### src/rtl/spi_rxs_pkg.sv
package spi_rxs_pkg;
  localparam int STAT_W   = 8;
  localparam int BIT_FULL = 7;
  localparam int BIT_OVR  = 6;
  localparam int BIT_MODF = 4;

  typedef struct packed {
    logic full;
    logic ovr;
    logic modf;
  } rxs_flags_t;
endpackage

### src/rtl/spi_rxs_datapath.sv
module spi_rxs_datapath #(
  parameter int DATA_W = 8
) (
  input  logic              clk,
  input  logic              rst,
  input  logic              rx_valid,
  input  logic [DATA_W-1:0] rx_byte,
  input  logic              stat_rd,
  input  logic              data_rd,
  output logic              full_q,
  output logic              ovr_q,
  output logic [DATA_W-1:0] data_q
);
  logic full_arm, ovr_arm;
  logic clr_full, clr_ovr, free;

  assign clr_full = data_rd && full_arm;
  assign clr_ovr  = data_rd && ovr_arm;
  assign free     = !full_q || clr_full;

  always_ff @(posedge clk) begin
    if (rst) begin
      full_q   <= 1'b0;
      ovr_q    <= 1'b0;
      data_q   <= '0;
      full_arm <= 1'b0;
      ovr_arm  <= 1'b0;
    end else begin
      if (rx_valid && free) begin
        data_q <= rx_byte;
        full_q <= 1'b1;
      end else if (clr_full) begin
        full_q <= 1'b0;
      end

      if (rx_valid && !free)  ovr_q <= 1'b1;
      else if (clr_ovr)       ovr_q <= 1'b0;

      if (stat_rd && full_q)  full_arm <= 1'b1;
      else if (data_rd)       full_arm <= 1'b0;

      if (stat_rd && ovr_q)   ovr_arm <= 1'b1;
      else if (data_rd)       ovr_arm <= 1'b0;
    end
  end

  // an accepted byte lands in the data register
  p_load_r2: assert property (@(posedge clk) disable iff (rst)
    (rx_valid && (!full_q || clr_full)) |=> (full_q && data_q == $past(rx_byte)));

  // a dropped byte leaves the held byte untouched
  p_drop_keeps_r3: assert property (@(posedge clk) disable iff (rst)
    (rx_valid && full_q && !clr_full) |=> (ovr_q && $stable(data_q)));

  // receive-full is held while no data read happens
  p_full_hold_r4: assert property (@(posedge clk) disable iff (rst)
    (full_q && !data_rd) |=> full_q);

  // overrun survives any cycle without a data read
  p_ovr_hold_r5: assert property (@(posedge clk) disable iff (rst)
    (ovr_q && !data_rd) |=> ovr_q);
endmodule

### src/rtl/spi_rxs_modf.sv
module spi_rxs_modf (
  input  logic clk,
  input  logic rst,
  input  logic fault_det,
  input  logic fault_en,
  input  logic stat_rd,
  input  logic ctrl_wr,
  output logic modf_q
);
  logic modf_arm;

  always_ff @(posedge clk) begin
    if (rst) begin
      modf_q   <= 1'b0;
      modf_arm <= 1'b0;
    end else begin
      if (fault_det && fault_en)       modf_q <= 1'b1;
      else if (ctrl_wr && modf_arm)    modf_q <= 1'b0;

      if (stat_rd && modf_q)           modf_arm <= 1'b1;
      else if (ctrl_wr)                modf_arm <= 1'b0;
    end
  end

  // with the enable low, a clear flag stays clear
  p_gate_r7: assert property (@(posedge clk) disable iff (rst)
    (!modf_q && !fault_en) |=> !modf_q);

  // the flag holds while no control write happens
  p_hold_r8: assert property (@(posedge clk) disable iff (rst)
    (modf_q && !ctrl_wr) |=> modf_q);
endmodule

### src/rtl/spi_rxs_irq.sv
module spi_rxs_irq (
  input  spi_rxs_pkg::rxs_flags_t flags,
  input  logic                    rx_irq_en,
  input  logic                    err_irq_en,
  output logic                    irq
);
  logic rx_term, err_term;

  assign rx_term  = flags.full & rx_irq_en;
  assign err_term = err_irq_en & (flags.ovr | flags.modf);
  assign irq      = rx_term | err_term;

  // with both enables low there is no request
  always_comb begin
    p_quiet_r9: assert (!((!rx_irq_en && !err_irq_en) && irq));
  end
endmodule

### src/rtl/spi_rx_status.sv
module spi_rx_status #(
  parameter int DATA_W = 8
) (
  input  logic              clk,
  input  logic              rst,
  input  logic              rx_valid,
  input  logic [DATA_W-1:0] rx_byte,
  input  logic              fault_det,
  input  logic              fault_en,
  input  logic              rx_irq_en,
  input  logic              err_irq_en,
  input  logic              stat_rd,
  input  logic              data_rd,
  input  logic              ctrl_wr,
  output logic [7:0]        status,
  output logic [DATA_W-1:0] data_q,
  output logic              irq
);
  import spi_rxs_pkg::*;

  rxs_flags_t flags;
  logic full_q, ovr_q, modf_q;

  spi_rxs_datapath #(.DATA_W(DATA_W)) u_dp (
    .clk(clk), .rst(rst), .rx_valid(rx_valid), .rx_byte(rx_byte),
    .stat_rd(stat_rd), .data_rd(data_rd),
    .full_q(full_q), .ovr_q(ovr_q), .data_q(data_q)
  );

  spi_rxs_modf u_modf (
    .clk(clk), .rst(rst), .fault_det(fault_det), .fault_en(fault_en),
    .stat_rd(stat_rd), .ctrl_wr(ctrl_wr), .modf_q(modf_q)
  );

  assign flags.full = full_q;
  assign flags.ovr  = ovr_q;
  assign flags.modf = modf_q;

  spi_rxs_irq u_irq (
    .flags(flags), .rx_irq_en(rx_irq_en), .err_irq_en(err_irq_en), .irq(irq)
  );

  for (genvar b = 0; b < STAT_W; b++) begin : g_stat
    if (b == BIT_FULL)      begin : g_full assign status[b] = flags.full; end
    else if (b == BIT_OVR)  begin : g_ovr  assign status[b] = flags.ovr;  end
    else if (b == BIT_MODF) begin : g_modf assign status[b] = flags.modf; end
    else                    begin : g_zero assign status[b] = 1'b0;       end
  end

  // an enabled error flag always raises the request
  p_err_irq_r9: assert property (@(posedge clk) disable iff (rst)
    (err_irq_en && (status[BIT_OVR] || status[BIT_MODF])) |-> irq);

  // the cycle after reset all flags read clear
  p_reset_r1: assert property (@(posedge clk)
    $past(rst) |-> (status == 8'h00 && !irq));
endmodule

### config.mk
export PLATFORM = sky130hd
export DESIGN_NAME = spi_rx_status
export DESIGN_NICKNAME = d
export VERILOG_FILES = /design/src/rtl/spi_rxs_pkg.sv /design/src/rtl/spi_rxs_datapath.sv /design/src/rtl/spi_rxs_modf.sv /design/src/rtl/spi_rxs_irq.sv /design/src/rtl/spi_rx_status.sv
export SDC_FILE = /design/constraint.sdc
export NUM_CORES = 1
export LEC_CHECK = 0
export ABC_AREA = 1
export BUFFER_PORTS_ARGS = -buffer_cell sky130_fd_sc_hd__buf_2
export CAP_MARGIN = 20
export CORE_ASPECT_RATIO = 0.8
export CORE_UTILIZATION = 40
export DETAILED_ROUTE_END_ITERATION = 16
export PLACE_DENSITY = 0.71
export SYNTH_ARGS = -nofsm -noshare
export SYNTH_HDL_FRONTEND = slang
export SYNTH_SLANG_ARGS = --single-unit
### constraint.sdc
create_clock -name clk -period 1 [get_ports clk]
set_clock_uncertainty 0.05 [all_clocks]
set_input_delay 0.15 -clock clk [delete_from_list [all_inputs] [get_ports clk]]
set_output_delay 0.15 -clock clk [all_outputs]
set_load 0.005 [all_outputs]
==> flow_summary.ini, run 1 <==
[run_status]
violations = negative setup slack
status = finished, violations left

[timing]
final.period_utilization_pct = 114.7
timing.final.setup_violations = 2
holdWs_ns = 0.05749
finalSetupTns_ns = -0.2054
unrepaired_setup_endpoints_after_global_routing = yes
clock.fmax_mhz = 872.1
timing_max_transition_violations_final = 0
setup_slack_ns = -0.1466
final_hold_viol_count = 0
period_minus_slack_ns = 1.147

[setup_path]
startpoint_class = register
worst-endpoint-arrival_ns = 0.95
worst_setup_path_end_kind = output pin
crit_start = u_dp.full_q$_SDFFE_PP0P_
startpoint_of_the_worst_slack_reg_to_reg_timing_path = u_dp.full_q$_SDFFE_PP0P_
worstSetupPathType = register to output pin
path_max_fanout = 4
required_ns = 0.80

[floorplan]
die_w_um = 49.91
coreArea_um2 = 1675
io_pins = 35
row_count = 13
die_area_um2 = 2012
floorplan.die.height_um = 40.33
initial_utilization_pct = 43.84

[finish]
fin_nets = 143
layout.cells.most_common = sky130_fd_sc_hd__buf_2
most-common-layout-cells = sky130_fd_sc_hd__buf_2 (29), sky130_fd_sc_hd__nand2_1 (19), sky130_fd_sc_hd__inv_1 (11)
drive_above_1_share_pct = 50.81
flow.area_growth_from_synthesis_pct = 28.96
antennaDiodeCount = 0

[routing]
drcViolationCount = 0
dr.first_iter.drc_count = 5
drt_wl_total_mm = 1.463
first_pass_iters = 4
route.antenna.remaining_nets = 0
num_vias = 662
detail_route.vias_per_cell = 4.534
post_drt_wl_per_cell_um = 10.02

[yosys]
synth_cell_type_count = 17
syn_area_um2 = 734.5
postSynthAreaPerCell_um2 = 7.897
yosysWarningCount = 0
postSynthCellCount = 93
synth-seq-cells = 14
synth_sequential_area_ratio_pct = 38.16
yosys.area.top_type = sky130_fd_sc_hd__dfxtp_1
top_cell_type_s_share_of_synthesized_area_pct = 38.16
yosys-top-cells-area = sky130_fd_sc_hd__dfxtp_1 (38%), sky130_fd_sc_hd__nand2_1 (10%), sky130_fd_sc_hd__a21oi_2 (9.5%)

[worst_hold_path]
hold_class = input port to register
holdCritStartpoint = fault_en

[placement]
place.gp.congestion = 0.7041
post-place-ws_ns = 0.002397
detailed_place_hpwl_um = 967.5
portBuffers = 29

[cts]
cts.hold.buffers_added = 0
tritoncts = yes
htree_levels = 1
worstSkewPairLatency_ns = 0.28
cts_inserted_buffers = 3
cts-root-to-sink-buffers = 2
clkSlewWorstSetupHoldPaths_ns = 0.08
clock-root-buffer = sky130_fd_sc_hd__clkbuf_4
clock-sinks = 14

[grt]
grt_first_pass_wirelength_mm = 2.125
grt_util_met2_pct = 26.35
grt_antenna_before_repair = 0
grt_start_max_net_pins = 19
global_route_track_usage_on_met1_pct = 16.37
grt_remaining_overflow = 0
top_usage_layer = met2
globalRouteMet3Util_pct = 2.652
gr-usage-all-layers_pct = 14.64
number_of_global_route_vias_before_repair = 525

[pwr]
powerDensity_nw_per_um2 = 1390
power_leakage_uw = 0.0004892
peak_supply_drop_v = 0.0006170

[run]
cap_violations = 0
==> critical path: stages (launching register included) <==
cell	delay [ns]
sky130_fd_sc_hd__dfxtp_2	0.34
sky130_fd_sc_hd__buf_6	0.12
sky130_fd_sc_hd__nand2_2	0.04
sky130_fd_sc_hd__nand2_1	0.04
sky130_fd_sc_hd__buf_2	0.12
==> Yosys cell counts, drive strengths merged <==
| library cell | n |
|---|---|
| a21oi | 14 |
| buf | 11 |
| clkinv | 1 |
| conb | 1 |
| dfxtp | 14 |
| inv | 11 |
| nand2 | 23 |
| nand3 | 9 |
| nor2 | 8 |
| o21ai | 1 |
==> cells by family after synthesis <==
group                  after synthesis  synth area share [%]
buffers and inverters               23                 20.27
DFF                                 14                 38.16
and+or+nand+nor                     40                 26.75
other                                1                0.5106
AOI/OAI and AO/OA                   15                 14.31
==> area by class of cell <==
| cell class | count | area, um^2 |
|---|---|---|
| Timing Repair Buffer | 33 | 191.4 |
| Sequential cell | 14 | 289.0 |
| Tap cell | 22 | 27.53 |
| Inverter | 12 | 46.29 |
| Fill cell | 155 | 728.2 |
| Clock buffer | 4 | 36.28 |
| Multi-Input combinational cell | 61 | 356.6 |
==> final timing paths <==
path	to	slack [ns]	cells after the start
max	irq	-0.15	4
min	u_modf.modf_q$_SDFFE_PP0P_	0.06	3
max reg2reg	u_dp.data_q[6]$_SDFFE_PP0P_	0.03	4
min reg2reg	u_dp.ovr_arm$_SDFFE_PP0P_	0.42	2
==> sequential cells by signal, summed over array words and instances, names as in the netlist <==
name	flops
u_dp.full_q	1
u_modf.modf_arm	1
u_dp.data_q	8
u_modf.modf_q	1
u_dp.full_arm	1
u_dp.ovr_q	1
u_dp.ovr_arm	1
==> repair_timing <==
item	4_1_cts	5_1_grt
gates cloned	0	1
hold endpoints to repair	0	0
buffers inserted	1	0
setup endpoints to repair	5	11
gates resized for setup	5	8
pin swaps	0	2
==> routing by layer <==
layer | up-vias | part of all wire (%)
li1 | 339 | -
met5 | - | 0
met1 | 300 | 44
met2 | 19 | 49
met4 | 0 | 2.3
met3 | 4 | 4.2
==> per-stage QoR <==
step           instances  total power [uW]  cell area (um^2)  util [%]
2_1_floorplan         97             817.6             749.5         -
3_3_place_gp         140             872.7             854.6     51.01
3_5_place_dp         140             880.1             854.6     51.01
4_1_cts              145              1302             914.6     54.59
5_1_grt              146              1382             947.2     56.53
6_report             146              1316             947.2     56.53
==> power by group <==
group          switching (uW)  internal (uW)  leakage, uW
clock                     196            222    0.0000210
sequential               28.1            601     0.000118
combinational             141            128     0.000350
Note: power is estimated with default switching activity, not from simulation.
==> run 2, diff against run 1 <==
--- a/config.mk
+++ b/config.mk
@@ -12,6 +12,8 @@
 export CORE_UTILIZATION = 40
 export DETAILED_ROUTE_END_ITERATION = 16
 export PLACE_DENSITY = 0.71
+export SETUP_SLACK_MARGIN = 0.15
 export SYNTH_ARGS = -nofsm -noshare
 export SYNTH_HDL_FRONTEND = slang
 export SYNTH_SLANG_ARGS = --single-unit
+export TNS_END_PERCENT = 30
==> run 2 against run 1 <==
The flow still finishes with violations (negative setup slack). Count of clock-buffer cells in the layout did not move. First-iteration DRC count did not move. Critical path depth fell by 1. Non-clock buffer count did not move. Setup slack improved by 0.048 ns. Sequential power barely moved. Largest power group unchanged. Critical endpoint unchanged.
==> flow_summary.ini, run 2 (synthesis gave the netlist of run 1 again) <==
[run_status]
status = finished, violations left
violations = negative setup slack

[timing]
clock.fmax_mhz = 909.9
unrepaired_setup_endpoints_after_global_routing = yes
final_hold_viol_count = 0
timing.final.setup_violations = 3
period_minus_slack_ns = 1.099
timing_max_transition_violations_final = 0
final.period_utilization_pct = 109.9
setup_slack_ns = -0.09899

[setup_path]
regToRegEndpoint = u_dp.data_q[4]$_SDFFE_PP0P_
worst_setup_path_end_kind = output pin
required_ns = 0.80
worst-r2r-cell-count = 5
worstSetupPathType = register to output pin
worst-endpoint-arrival_ns = 0.90
timing.reg2reg.setup_slack_ns = 0
startpoint_class = register
startpoint_of_the_worst_slack_reg_to_reg_timing_path = u_dp.full_arm$_SDFFE_PP0P_
path_max_fanout = 2

[routing]
num_vias = 655
detailed_routing_wirelength_on_met1_um = 578
dr.first_iter.drc_count = 5
post_drt_wl_per_cell_um = 9.366
route.antenna.remaining_nets = 0
drt_wl_total_mm = 1.358
met3RoutedLength_um = 76
detail_route.vias_per_cell = 4.517
first_pass_iters = 4
drcViolationCount = 0
dr.max_layer_used = met4
total_met2_wirelength_after_detailed_routing_um = 694

[placement]
portBuffers = 29
postPlaceCellArea_um2 = 848.3
detailed_place_hpwl_mm = 1.006
post-place-ws_ns = 0.009415
place.gp.congestion = 0.6596

[run]
cap_violations = 0

[cts]
htree_levels = 1
cts.hold.buffers_added = 0
worstSkewPairLatency_ns = 0.28
clock-sinks = 14
clock-root-buffer = sky130_fd_sc_hd__clkbuf_4
cts_inserted_buffers = 3
tritoncts = yes
cts-root-to-sink-buffers = 2
clkSlewWorstSetupHoldPaths_ns = 0.09

[finish]
multi_input_comb_area_um2 = 320.3
layout.cells.most_common = sky130_fd_sc_hd__buf_2
postLayoutCellArea_um2 = 952.2
fin_nets = 142
drive_above_1_share_pct = 50.41
flow.area_growth_from_synthesis_pct = 29.64
largest_reg_flops = 8
fillerInstances = 165
registers.top_by_ff_count = u_dp.data_q
antennaDiodeCount = 0
most-common-layout-cells = sky130_fd_sc_hd__buf_2 (23), sky130_fd_sc_hd__nand2_1 (20), sky130_fd_sc_hd__inv_1 (11)
finish.utilization_pct = 56.83
register_area_um2 = 292.8

[pwr]
power_leakage_uw = 0.0004810
net_load_switching_power_uw = 346.5
power.combinational.fraction_pct = 20.5
switching_share_of_power_pct = 26.45
powerDensity_nw_per_um2 = 1376
p_int_uw = 963.4
seq_power_share_pct = 48.2
power_uw = 1310
clock_power_share_pct = 31.3
peak_supply_drop_v = 0.0009524

[worst_hold_path]
holdPathStages = 3
hold_class = input port to register
hold_end = u_modf.modf_q$_SDFFE_PP0P_
holdCritStartpoint = fault_en

[floorplan]
io_pins = 35
coreArea_um2 = 1675
die_w_um = 49.91
die_area_um2 = 2012
floorplan.die.height_um = 40.33
row_count = 13
initial_utilization_pct = 43.84

[grt]
grt_start_max_net_pins = 19
grt_antenna_before_repair = 0
number_of_global_route_vias_before_repair = 565
grt_first_pass_wirelength_mm = 2.201
gr-usage-all-layers_pct = 15.68
grt_remaining_overflow = 0
==> run 2: changes by cell type in the layout (fill, tap and decap cells not counted), sizes merged <==
cell   before  now
nand2      24   23
==> run 2: power by group through the flow <==
stage | logic, uW | clock network [uW] | registers (uW)
after global placement | 231 | 0 | 639
after floorplan | 179 | 0 | 640
after CTS | 266 | 425 | 629
after detailed placement | 238 | 0 | 640
after global routing | 302 | 460 | 637
final | 269 | 410 | 631
==> run 2: metal layers <==
metal,up-vias,GRT usage (%)
met3,2,7.955
met2,20,28.72
met1,293,16.67
met4,0,3.571
li1,340,-
met5,-,0
==> run 2: worst max-delay path: stages (launching register included) <==
cell and delay, ns:
sky130_fd_sc_hd__dfxtp_2 0.33, sky130_fd_sc_hd__o21ai_1 0.12, sky130_fd_sc_hd__nand2_1 0.05, sky130_fd_sc_hd__buf_2 0.12
==> run 2: what timing repair did <==
item	CTS	global route
setup buffers	2	0
endpoints found under the hold margin	0	0
setup endpoints to repair	21	21
gates resized for setup	12	4
==> run 2: worst max path at each step <==
stage | cells after the start | end | start | slack (ns)
6_report | 3 | irq | u_modf.modf_q$_SDFFE_PP0P_ | -0.1
5_1_grt | 3 | irq | u_modf.modf_q$_SDFFE_PP0P_ | -0.16
4_1_cts | 3 | irq | u_modf.modf_q$_SDFFE_PP0P_ | -0.11
3_5_place_dp | 5 | u_dp.data_q[4]$_SDFFE_PP0P_ | u_dp.full_arm$_SDFFE_PP0P_ | 0.009
3_3_place_gp | 5 | u_dp.data_q[1]$_SDFFE_PP0P_ | u_dp.full_arm$_SDFFE_PP0P_ | 0.04
2_1_floorplan | 5 | u_dp.data_q[0]$_SDFFE_PP0P_ | u_dp.full_arm$_SDFFE_PP0P_ | 0.08
==> run 2: layout make-up <==
cell class	instances	area share (%)
Clock buffer	4	3.811
Inverter	12	4.862
Multi-Input combinational cell	60	33.64
Sequential cell	14	30.75
Tap cell	22	2.891
Timing Repair Buffer	33	24.05
==> run 2: metrics by stage <==
step                      TNS (ns)  hold WS [ns]  cells
final                      -0.1845       0.03901    145
after detailed placement         0        0.3494    139
after CTS                  -0.2164       0.03436    145
after global routing       -0.9967       0.03628    145
after floorplan                  0        0.1617     97
after global placement           0        0.3463    139
==> run 3, diff against run 2 <==
--- a/config.mk
+++ b/config.mk
@@ -10,10 +10,12 @@
 export CAP_MARGIN = 20
 export CORE_ASPECT_RATIO = 0.8
 export CORE_UTILIZATION = 40
+export CTS_CLUSTER_SIZE = 16
 export DETAILED_ROUTE_END_ITERATION = 16
 export PLACE_DENSITY = 0.71
+export RECOVER_POWER = 50
 export SETUP_SLACK_MARGIN = 0.15
 export SYNTH_ARGS = -nofsm -noshare
 export SYNTH_HDL_FRONTEND = slang
 export SYNTH_SLANG_ARGS = --single-unit
-export TNS_END_PERCENT = 30
+export TNS_END_PERCENT = 20
==> run 3 against run 2 <==
The flow still finishes with violations (negative setup slack). Final cell count unchanged. Clock power up 2%. Cell area down 1.7%. Via count down 1.7%. Routed wire length up 3.6%. Maximum frequency down 2.3%. Count of clock-buffer cells in the layout unchanged. Hold slack worse by 0.0028 ns. Sequential cell count unchanged. Non-clock buffer count unchanged. First-iteration DRC count unchanged. Critical path type unchanged.
==> flow_summary.ini, run 3 (synthesis gave the netlist of run 1 again) <==
[run_status]
status = finished, violations left
violations = negative setup slack

[finish]
most-common-layout-cells = sky130_fd_sc_hd__buf_2 (24), sky130_fd_sc_hd__nand2_1 (21), sky130_fd_sc_hd__inv_1 (11)
flow.area_growth_from_synthesis_pct = 27.43
fillerInstances = 162
antennaDiodeCount = 0
fin_nets = 142
finish.utilization_pct = 55.86
largest_reg_flops = 8
drive_above_1_share_pct = 48.78
registers.top_by_ff_count = u_dp.data_q
layout.cells.most_common = sky130_fd_sc_hd__buf_2
post_layout_nonfiller_instances = 145

[pwr]
power.combinational.fraction_pct = 20.0
clock_power_share_pct = 32.0
seq_power_share_pct = 48.1
powerDensity_nw_per_um2 = 1399
peak_supply_drop_v = 0.001013
net_load_switching_power_uw = 353.6
power_leakage_uw = 0.0004743
switching_share_of_power_pct = 27.00
p_int_uw = 956.0

[routing]
detail_route.vias_per_cell = 4.441
first_pass_iters = 3
post_drt_wl_per_cell_um = 9.703
drt_wl_total_mm = 1.407
num_vias = 644
dr.first_iter.drc_count = 5
drcViolationCount = 0
route.antenna.remaining_nets = 0

[timing]
clock.fmax_mhz = 889.2
period_minus_slack_ns = 1.125
finalSetupTns_ns = -0.3197
timing_max_transition_violations_final = 0
final_hold_viol_count = 0
setup_slack_ns = -0.1246
unrepaired_setup_endpoints_after_global_routing = yes
final.period_utilization_pct = 112.5
timing.final.setup_violations = 8

[cts]
cts_inserted_buffers = 3
clock-root-buffer = sky130_fd_sc_hd__clkbuf_4
clkSlewWorstSetupHoldPaths_ns = 0.09
clock-sinks = 14
cts.hold.buffers_added = 0
worstSkewPairLatency_ns = 0.28
tritoncts = yes
cts-root-to-sink-buffers = 2
htree_levels = 1

[setup_path]
worst-endpoint-arrival_ns = 0.92
worstSetupPathType = register to output pin
worst_setup_path_end_kind = output pin
path_max_fanout = 2
required_ns = 0.80
startpoint_class = register

[grt]
gr-usage-all-layers_pct = 16.03
grt_antenna_before_repair = 0
number_of_global_route_vias_before_repair = 574
grt_start_max_net_pins = 19
grt_remaining_overflow = 0
grt_first_pass_wirelength_mm = 2.277

[worst_hold_path]
hold_class = input port to register

[floorplan]
coreArea_um2 = 1675
row_count = 13
die_area_um2 = 2012
io_pins = 35
die_w_um = 49.91
floorplan.die.height_um = 40.33
initial_utilization_pct = 43.84

[placement]
dpl.cell_count = 139
detailed_place_hpwl_mm = 1.006
portBuffers = 29
place.gp.congestion = 0.6595

[run]
cap_violations = 0
-- run 3: cell count changes in the layout (fill, tap and decap cells not counted), sizes merged --
cell / delta
buf: -1
clkbuf: +1
-- run 3: critical path: stages (launching register included) --
cell and delay [ns]:
sky130_fd_sc_hd__dfxtp_2 0.33, sky130_fd_sc_hd__o21ai_1 0.12, sky130_fd_sc_hd__nand2_1 0.07, sky130_fd_sc_hd__buf_2 0.13
-- run 3: repair_timing --
action	in CTS	in global routing
pin swaps	1	0
buffers inserted	2	0
resized for setup	13	2
setup endpoints to repair	21	21
-- run 3: stage by stage --
stage               worst slack, ns  power [uW]  cell area, um^2  hold WS, ns
finish                      -0.1246        1310            935.9      0.03624
global route                -0.1808        1390            935.9      0.03441
CTS                         -0.1094        1325            938.4      0.03442
detailed placement          0.01045       877.3            848.3       0.3506
global placement            0.04126       870.1            848.3       0.3464
floorplan                   0.08144       818.4            750.7       0.1617
-- run 3: path summary, 6_finish.rpt --
path | from | to | slack [ns] | cells past startpoint
setup / recovery | u_dp.ovr_q$_SDFFE_PP0P_ | irq | -0.12 | 3
hold / removal | fault_en | u_modf.modf_q$_SDFFE_PP0P_ | 0.04 | 3
setup reg to reg | u_dp.full_arm$_SDFFE_PP0P_ | u_dp.data_q[5]$_SDFFE_PP0P_ | -0.02 | 5
hold reg to reg | u_dp.full_arm$_SDFFE_PP0P_ | u_dp.full_arm$_SDFFE_PP0P_ | 0.41 | 2
-- run 3: cell type report --
cell class	instances	area [um^2]	share of cell area, %
multi-input cells	60	317.8	33.96
flip-flops and latches	14	292.8	31.28
repair buffers	33	215.2	22.99
inverters	12	46.29	4.947
clock buffers	4	36.28	3.877
well taps	22	27.53	2.941
-- run 3: power by group through the flow --
stage | Clock (uW) | Sequential (uW) | Combinational, uW
final | 419 | 630 | 261
after global routing | 461 | 635 | 294
after CTS | 430 | 630 | 265
after detailed placement | 0 | 640 | 237
after global placement | 0 | 639 | 231
after floorplan | 0 | 640 | 179
-- run 3: layer usage --
metal	GRT usage (%)	share of wire, %	vias up
met5	0	0	-
met4	3.571	0.64	0
li1	-	-	338
met3	9.091	7.7	2
met2	28.38	50	17
met1	17.16	41	287
